### src/rtl/mcl_pkg.sv
package mcl_pkg;
   localparam int N_HS      = 4;
   localparam int B_DTR     = 0;
   localparam int B_RTS     = 1;
   localparam int B_OUT1    = 2;
   localparam int B_OUT2    = 3;
   localparam int B_LOOP    = 4;
   localparam int USED_BITS = 5;

   typedef logic [N_HS-1:0] hs_vec_t;

   function automatic logic [31:0] used_mask(input int w);
      logic [31:0] m;
      m = '0;
      for (int i = 0; i < USED_BITS && i < w; i++) m[i] = 1'b1;
      return m;
   endfunction
endpackage

### src/rtl/mcl_reg.sv
module mcl_reg #(
   parameter int W = 8
) (
   input  logic         clk,
   input  logic         rst_n,
   input  logic         we,
   input  logic [W-1:0] d,
   output logic [W-1:0] q
);
   import mcl_pkg::*;
   localparam logic [31:0] MASK32 = used_mask(W);
   localparam logic [W-1:0] MASK  = MASK32[W-1:0];

   for (genvar i = 0; i < W; i++) begin : g_bit
      if (MASK[i]) begin : g_live
         always_ff @(posedge clk or negedge rst_n) begin
            if (!rst_n)  q[i] <= 1'b0;
            else if (we) q[i] <= d[i];
         end
      end else begin : g_rsvd
         assign q[i] = 1'b0;
      end
   end
endmodule

### src/rtl/mcl_pol.sv
module mcl_pol #(
   parameter int N          = 4,
   parameter bit ACTIVE_LOW = 1'b1
) (
   input  logic [N-1:0] a,
   output logic [N-1:0] y
);
   if (ACTIVE_LOW) begin : g_inv
      assign y = ~a;
   end else begin : g_pass
      assign y = a;
   end
endmodule

### src/rtl/mcl_route.sv
module mcl_route (
   input  logic             lb,
   input  logic             core_tx,
   input  logic             pin_rx,
   input  mcl_pkg::hs_vec_t ctl,
   input  mcl_pkg::hs_vec_t ext_sts,
   output logic             pin_tx,
   output logic             core_rx,
   output mcl_pkg::hs_vec_t ctl_drv,
   output mcl_pkg::hs_vec_t sts
);
   always_comb begin
      if (lb) begin
         pin_tx  = 1'b1;
         core_rx = core_tx;
         ctl_drv = '0;
         sts     = ctl;
      end else begin
         pin_tx  = core_tx;
         core_rx = pin_rx;
         ctl_drv = ctl;
         sts     = ext_sts;
      end
   end
endmodule

### src/rtl/modem_ctl_loop.sv
module modem_ctl_loop #(
   parameter int REG_W          = 8,
   parameter bit PIN_ACTIVE_LOW = 1'b1
) (
   input  logic             clk,
   input  logic             rst_n,
   input  logic             wr_en,
   input  logic [REG_W-1:0] wr_data,
   output logic [REG_W-1:0] rd_data,
   input  logic             core_tx,
   output logic             core_rx,
   output logic             pin_tx,
   input  logic             pin_rx,
   output logic             pin_dtr_n,
   output logic             pin_rts_n,
   output logic             pin_out1_n,
   output logic             pin_out2_n,
   input  logic             pin_dsr_n,
   input  logic             pin_cts_n,
   input  logic             pin_ri_n,
   input  logic             pin_dcd_n,
   output logic             stat_dsr,
   output logic             stat_cts,
   output logic             stat_ri,
   output logic             stat_dcd
);
   import mcl_pkg::*;

   if (REG_W < USED_BITS) begin : g_bad_width
      $error("modem_ctl_loop: REG_W must be at least %0d", USED_BITS);
   end

   logic [REG_W-1:0] ctl_q;
   hs_vec_t          ctl_drv, pin_out_lvl, pin_in_lvl, ext_sts, sts;

   mcl_reg #(.W(REG_W)) u_reg (
      .clk (clk),
      .rst_n (rst_n),
      .we  (wr_en),
      .d   (wr_data),
      .q   (ctl_q)
   );

   assign pin_in_lvl = {pin_dcd_n, pin_ri_n, pin_cts_n, pin_dsr_n};

   mcl_pol #(.N(N_HS), .ACTIVE_LOW(PIN_ACTIVE_LOW)) u_pol_in (
      .a (pin_in_lvl),
      .y (ext_sts)
   );

   mcl_route u_route (
      .lb      (ctl_q[B_LOOP]),
      .core_tx (core_tx),
      .pin_rx  (pin_rx),
      .ctl     (ctl_q[N_HS-1:0]),
      .ext_sts (ext_sts),
      .pin_tx  (pin_tx),
      .core_rx (core_rx),
      .ctl_drv (ctl_drv),
      .sts     (sts)
   );

   mcl_pol #(.N(N_HS), .ACTIVE_LOW(PIN_ACTIVE_LOW)) u_pol_out (
      .a (ctl_drv),
      .y (pin_out_lvl)
   );

   assign pin_dtr_n  = pin_out_lvl[B_DTR];
   assign pin_rts_n  = pin_out_lvl[B_RTS];
   assign pin_out1_n = pin_out_lvl[B_OUT1];
   assign pin_out2_n = pin_out_lvl[B_OUT2];

   assign stat_dsr = sts[B_DTR];
   assign stat_cts = sts[B_RTS];
   assign stat_ri  = sts[B_OUT1];
   assign stat_dcd = sts[B_OUT2];

   assign rd_data = ctl_q;
endmodule

### config.mk
export PLATFORM = sky130hd
export DESIGN_NAME = modem_ctl_loop
export DESIGN_NICKNAME = d
export VERILOG_FILES = /design/src/rtl/mcl_pkg.sv /design/src/rtl/mcl_reg.sv /design/src/rtl/mcl_pol.sv /design/src/rtl/mcl_route.sv /design/src/rtl/modem_ctl_loop.sv
export SDC_FILE = /design/constraint.sdc
export NUM_CORES = 1
export LEC_CHECK = 0
export BUFFER_PORTS_ARGS = -buffer_cell sky130_fd_sc_hd__buf_2
export CAP_MARGIN = 10
export CELL_PAD_IN_SITES_DETAIL_PLACEMENT = 1
export CELL_PAD_IN_SITES_GLOBAL_PLACEMENT = 1
export CORE_UTILIZATION = 21
export CTS_BUF_LIST = sky130_fd_sc_hd__clkbuf_16
export DETAILED_ROUTE_END_ITERATION = 7
export PLACE_DENSITY_LB_ADDON = 0.15
export SYNTH_ARGS = -nofsm -noshare
export SYNTH_HDL_FRONTEND = slang
export SYNTH_SLANG_ARGS = --single-unit
### constraint.sdc
create_clock -name clk -period 1 [get_ports clk]
set_input_delay 0.1 -clock clk [delete_from_list [all_inputs] [get_ports clk]]
set_output_delay 0.1 -clock clk [all_outputs]
set_load 0.05 [all_outputs]
==> out/qor.csv, run 1 <==
stage,metric,value,unit
outcome,outcome,"finished, violations left",
outcome,violations,setup timing,
pwr,peakVddDrop,1.66,mV
route,vias,341,
pwr,power.switching,0.526,mW
global_route,antenna_found_initial,0,
route,avgRoutedWirePerCell,11.4,um
finish,nNetsFinal,83,
synthesis,synth_top_family_by_area,multiplexers,
worst_setup_path,startpoint_type,register,
die,rows,13,
die,start_util,23.7,%
worst_setup_path,worstPathRequired,900,ps
synthesis,seq_area_frac_synth,38.2,%
global_route,grt_pass1_wl,1500,um
clock_network,cts_sinks,5,
pwr,clkPwrFrac,42.6,%
timing,rsz0062_at_grt,true,
synthesis,syn_area_per_cell,9.93,um2
timing,max_freq,760,MHz
worst_setup_path,critPathMaxFanout,6,
worst_setup_path,path_buf_inv,2,
clock_network,worstSkewPairLatency,230,ps
timing,finalSetupViolCount,11,
placed_design,place_inst,74,
flow_run,maxCapViolCount,0,
global_route,grt_overflow_total,0,
route,drt_wl_total,910,um
synthesis,muxShareOfSynthArea,23.3,%
clock_network,cts_tree,done,
synthesis,synth_area_leaders,"dfrtp_1, mux2_4, buf_4",
finish,fillCellCount,152,
pwr,internal_power,0.999,mW
route,drc_errors,0,
placed_design,io_buffers,28,
die,core_area,1380,um2
die,die_w,41.5,um
timing,skew,0,ps
finish,regMostFlops,u_reg.q,
synthesis,synthXorXnorAreaFrac,0,%
synthesis,synth_compound_area_share,6.11,%
pwr,seqPwrFrac,16.6,%
die,io_pins,35,
die,die-height,41.5,um
synthesis,synth_top_area_share,38.2,%
worst_hold_path,hp-class,input pin to register,
placed_design,gp_congestion,0.642,
placed_design,dp_hpwl,628,um
timing,worst_slack,-316,ps
synthesis,synth_cells,33,
clock_network,cts-root-buf,clkbuf_16,
worst_setup_path,crit_family,flip-flops,
route,dr.pass1.iters,1,
worst_setup_path,arrival,1220,ps
synthesis,yosysWarnings,0,
synthesis,synth_seq_cells,5,
worst_setup_path,reg2reg_to,u_reg.q[4],
timing,min_period_over_period,132,%
worst_hold_path,hold_path_depth,3,
global_route,grt_use_total,12.1,%
worst_setup_path,crit_chain,buf_6 > mux2_4 > buf_8,
worst_setup_path,slowest_stage,dfrtp_1,
finish,largest_reg_flops,5,
route,ant_nets,0,
synthesis,yosysTopAreaCell,dfrtp_1,
worst_setup_path,crit_path_end_kind,output port,
route,vias_per_cell,4.26,
timing,hold_viol,0,
finish,area_growth,131,%
timing,setup_tns,-2290,ps
synthesis,synth-adder-area-share,0,%
worst_hold_path,hold_start,wr_data[2],
route,initialDrtViolationCount,0,
pwr,power_density,2010,nW/um2
pwr,p_sw_share,34.5,%
finish,top_regs,u_reg.q (5),
global_route,grt_pass1_vias,357,
worst_hold_path,min_to,u_reg.q[2],
finish,final_cell_count_no_fill,80,
timing,finalMaxSlewViolations,0,
worst_setup_path,max_stage_delay,390,ps
clock_network,cts_made_buffers,3,
synthesis,synthDistinctLibCells,12,
timing,finalHoldWorstSlack,81.4,ps
clock_network,cts_buffer_depth,2,
finish,drive_above_1_share,81.5,%
worst_setup_path,r2r_cells,2,
global_route,grt_max_degree,9,
timing,fin_crit,1320,ps
synthesis,syn_area,328,um2
clock_network,clkSlewWorstSetupHoldPaths,30,ps
worst_setup_path,reg2reg_slack,90,ps
clock_network,htree_levels,1,
die,die-area,1720,um2
finish,antenna_cells,0,
worst_setup_path,r2r-start,u_reg.q[4],
worst_setup_path,criticalPathCategory,register to output port,
pwr,power_frac_comb,40.8,%
pwr,p_leak,0.379,nW
synthesis,synthSimpleGateAreaFrac,14.1,%
## logic make-up after synthesis
group                  after synthesis
DFF                                  5
muxes                                6
and+or+nand+nor                      9
buffers and inverters                8
AOI/OAI and AO/OA                    4
other                                1
## worst max-delay path by stage
stage	endpoint	cells past startpoint	startpoint	slack (ps)
final	core_rx	3	u_reg.q[4]	-320
after global routing	core_rx	3	u_reg.q[4]	-350
after CTS	core_rx	3	u_reg.q[4]	-310
after detailed placement	core_rx	3	u_reg.q[4]	-120
after global placement	pin_tx	3	u_reg.q[4]	-110
after floorplan	stat_dcd	2	u_reg.q[4]	-110
## worst min-delay path, delay by kind of cell
family                 cells  cell delay, ps
AND/OR/NAND/NOR            1              40
buffers and inverters      1              80
AO/OA/AOI/OAI              1              50
## synthesized netlist by cell type, drive strengths merged
master	instances
buf	6
dfrtp	5
mux2	4
nand2	4
nand2b	4
o21ai	4
inv	2
mux2i	2
conb	1
or2	1
## power groups by stage
stage	sequential, mW	combinational (mW)	clock (mW)
final	0.254	0.621	0.650
after global routing	0.257	0.649	0.681
after CTS	0.246	0.564	0.668
after detailed placement	0.247	0.488	0
after global placement	0.246	0.487	0
after floorplan	0.304	0.345	0
## layer usage
metal / track usage [%] / routed length, um
met4: 7.74 / 27
met3: 6.96 / 80
met2: 19.7 / 464
met1: 11.6 / 338
met5: 0 / 0
## what timing repair did
| item | CTS | global route |
|---|---|---|
| hold buffers | 1 | 0 |
| gates resized for setup | 23 | 21 |
| setup buffers | 0 | 1 |
| setup endpoints to repair | 11 | 13 |
| hold endpoints to repair | 5 | 0 |
| pin swaps | 0 | 2 |
| gates cloned | 0 | 0 |
## layout make-up
class	instances	area, um2	share of cell area, %
multi-input combinational	22	243	32.1
sequential	5	130	17.2
tap	15	18.8	2.48
clock inverter	1	3.75	0.496
timing repair buffer	32	279	36.9
inverter	2	7.51	0.992
clock buffer	3	75.1	9.92
## through the flow
stage / total power [mW] / instance area [um2] / setup WS, ps / utilization (%)
2_1_floorplan: 0.649 / 402 / -109 / -
6_report: 1.52 / 757 / -316 / 54.8
4_1_cts: 1.48 / 683 / -309 / 49.4
3_5_place_dp: 0.735 / 523 / -120 / 37.8
5_1_grt: 1.59 / 757 / -348 / 54.8
3_3_place_gp: 0.733 / 523 / -106 / 37.8
## cells in the final DEF (no fill, tap or decap)
cell / netlist / layout
buf_2: 0 / 14
buf_6: 1 / 7
buf_8: 0 / 6
mux2_4: 3 / 4
dfrtp_2: 0 / 4
inv_1: 2 / 3
nand2b_4: 0 / 3
conb_1: 1 / 3
clkbuf_16: 0 / 3
buf_4: 5 / 3
o21ai_4: 0 / 2
mux2i_4: 0 / 2
nand2_1: 4 / 2
o21ai_0: 4 / 2
nand2_4: 0 / 1
nand2_2: 0 / 1
nand2b_2: 0 / 1
or2_4: 0 / 1
dlygate4sd3_1: 0 / 1
clkbuf_4: 0 / 1
dfrtp_1: 5 / 1
(Power assumes the default switching activity.)
==> run 2: changes to the inputs <==
--- a/config.mk
+++ b/config.mk
@@ -5,13 +5,14 @@
 export SDC_FILE = /design/constraint.sdc
 export NUM_CORES = 1
 export LEC_CHECK = 0
-export BUFFER_PORTS_ARGS = -buffer_cell sky130_fd_sc_hd__buf_2
 export CAP_MARGIN = 10
 export CELL_PAD_IN_SITES_DETAIL_PLACEMENT = 1
 export CELL_PAD_IN_SITES_GLOBAL_PLACEMENT = 1
-export CORE_UTILIZATION = 21
+export CORE_AREA = 2 2 39 41
 export CTS_BUF_LIST = sky130_fd_sc_hd__clkbuf_16
 export DETAILED_ROUTE_END_ITERATION = 7
+export DIE_AREA = 0 0 41 43
+export DONT_BUFFER_PORTS = 1
 export PLACE_DENSITY_LB_ADDON = 0.15
 export SYNTH_ARGS = -nofsm -noshare
 export SYNTH_HDL_FRONTEND = slang
==> out/qor.csv, run 2 (same netlist as run 1, synthesis figures left out) <==
stage,metric,value,unit
worst_setup_path,arrival,1170,ps
die,die_w,41,um
route,dr.pass1.iters,2,
placed_design,io_buffers,0,
timing,max_freq,789,MHz
route,vias_per_cell,4.33,
finish,fillCellCount,144,
worst_setup_path,max_stage_delay,400,ps
die,start_util,23.7,%
clock_network,cts-root-buf,clkbuf_16,
timing,rsz0062_at_grt,true,
worst_setup_path,r2r_cells,3,
worst_setup_path,slowest_stage,dfrtp_1,
global_route,grt_use_total,11.6,%
global_route,grt_max_degree,11,
global_route,antenna_found_initial,0,
clock_network,clkSlewWorstSetupHoldPaths,30,ps
route,avgRoutedWirePerCell,12.6,um
die,die-area,1760,um2
finish,drive_above_1_share,70.0,%
placed_design,placed_area,569,um2
worst_setup_path,critPathLaunch,u_reg.q[4],
die,io_pins,35,
timing,hold_viol,0,
route,ant_nets,0,
worst_setup_path,critPathMaxFanout,3,
worst_setup_path,crit_path_end_kind,output port,
worst_setup_path,worstPathRequired,900,ps
finish,final_core_util,49.3,%
clock_network,cts_made_buffers,3,
worst_setup_path,criticalPathCategory,register to output port,
worst_hold_path,hold_path_depth,1,
finish,final_cell_mix,"buf_4, buf_12",
timing,skew,0,ps
die,rows,14,
worst_hold_path,hp-class,input pin to register,
outcome,outcome,"finished, violations left",
worst_setup_path,reg2reg_slack,-90,ps
placed_design,gp_congestion,0.588,
finish,regMostFlops,u_reg.q,
finish,top_regs,u_reg.q (5),
pwr,p_leak,0.309,nW
timing,min_period_over_period,127,%
die,die-height,43,um
global_route,grt_pass1_vias,284,
clock_network,cts_sinks,5,
worst_setup_path,startpoint_type,register,
clock_network,cts_buffer_depth,2,
route,vias,286,
worst_setup_path,crit_family,flip-flops,
pwr,power_density,2150,nW/um2
global_route,grt_pass1_wl,1300,um
route,drc_errors,0,
worst_hold_path,min_to,u_reg.q[2],
route,initialDrtViolationCount,3,
timing,fin_crit,1270,ps
finish,antenna_cells,0,
die,core_area,1380,um2
worst_setup_path,r2r-start,u_reg.q[4],
worst_setup_path,reg2reg_to,u_reg.q[4],
global_route,grt_overflow_total,0,
clock_network,worstSkewPairLatency,220,ps
timing,worst_slack,-268,ps
outcome,violations,setup timing,
worst_hold_path,hold_start,wr_en,
clock_network,cts_tree,done,
finish,largest_reg_flops,5,
worst_setup_path,crit_chain,buf_4 > mux2_4,
worst_setup_path,path_buf_inv,1,
placed_design,place_ws,-120,ps
finish,area_growth,108,%
clock_network,htree_levels,1,
pwr,peakVddDrop,1.28,mV
route,drt_wl_total,829,um
timing,finalMaxSlewViolations,0,
clock_network,cts_setup_buffers,0,
finish,nNetsFinal,68,
flow_run,maxCapViolCount,0,
placed_design,dp_hpwl,731,um
finish,final_area,682,um2
timing,finalSetupViolCount,12,
-- run 2: changes by cell type in the layout (fill, tap and decap cells not counted), sizes merged --
cell         before  now
clkbuf            4    3
dlygate4sd3       1    2
buf              30   15
-- run 2: how the worst max path moves through the flow --
stage                 end  slack (ps)  depth (start not counted)
4_1_cts          stat_dcd        -280                          3
2_1_floorplan    stat_dcd        -110                          2
3_5_place_dp   u_reg.q[4]        -120                          3
5_1_grt          stat_dcd        -300                          3
6_report          core_rx        -270                          2
3_3_place_gp   u_reg.q[4]        -110                          3
-- run 2: metrics by stage --
step	instances	hold WS, ps	setup TNS (ps)	power [mW]
floorplan	35	-196	-218	0.649
global placement	60	-195	-253	0.809
detailed placement	60	-195	-320	0.817
CTS	66	2.11	-2580	1.48
global route	66	6.26	-2730	1.53
finish	66	1.20	-2460	1.47
-- run 2: power by group --
group / leakage, nW / total (mW) / switching, mW / internal [mW]
Sequential: 0.0551 / 0.248 / 0.0212 / 0.226
Clock: 0.0423 / 0.632 / 0.115 / 0.516
Combinational: 0.212 / 0.587 / 0.347 / 0.239
-- run 2: area by class of cell --
cell class                 count  area (um2)  area share [%]
clock buffer                   3        75.1            11.0
clock inverter                 1        3.75           0.550
tap                           16        20.0            2.94
sequential                     5         130            19.1
timing repair buffer          17         228            33.4
inverter                       2        7.51            1.10
multi-input combinational     22         218            31.9
-- run 2: metal layers --
metal  routed length [um]  part of all wire (%)  vias to the layer above  GRT usage (%)
met1                  268                    32                      131           12.2
met2                  465                    56                       20           18.4
met4                   14                   1.7                        0           8.00
li1                     -                     -                      133              -
met5                    0                     0                        -              0
met3                   80                   9.7                        2           3.66
-- run 2: repair_timing --
item                                    in CTS  in global routing
hold buffers                                 2                  0
resized for setup                            4                  0
hold endpoints to repair                     6                  0
endpoints found under the setup margin      12                 12
pin swaps                                    1                  0
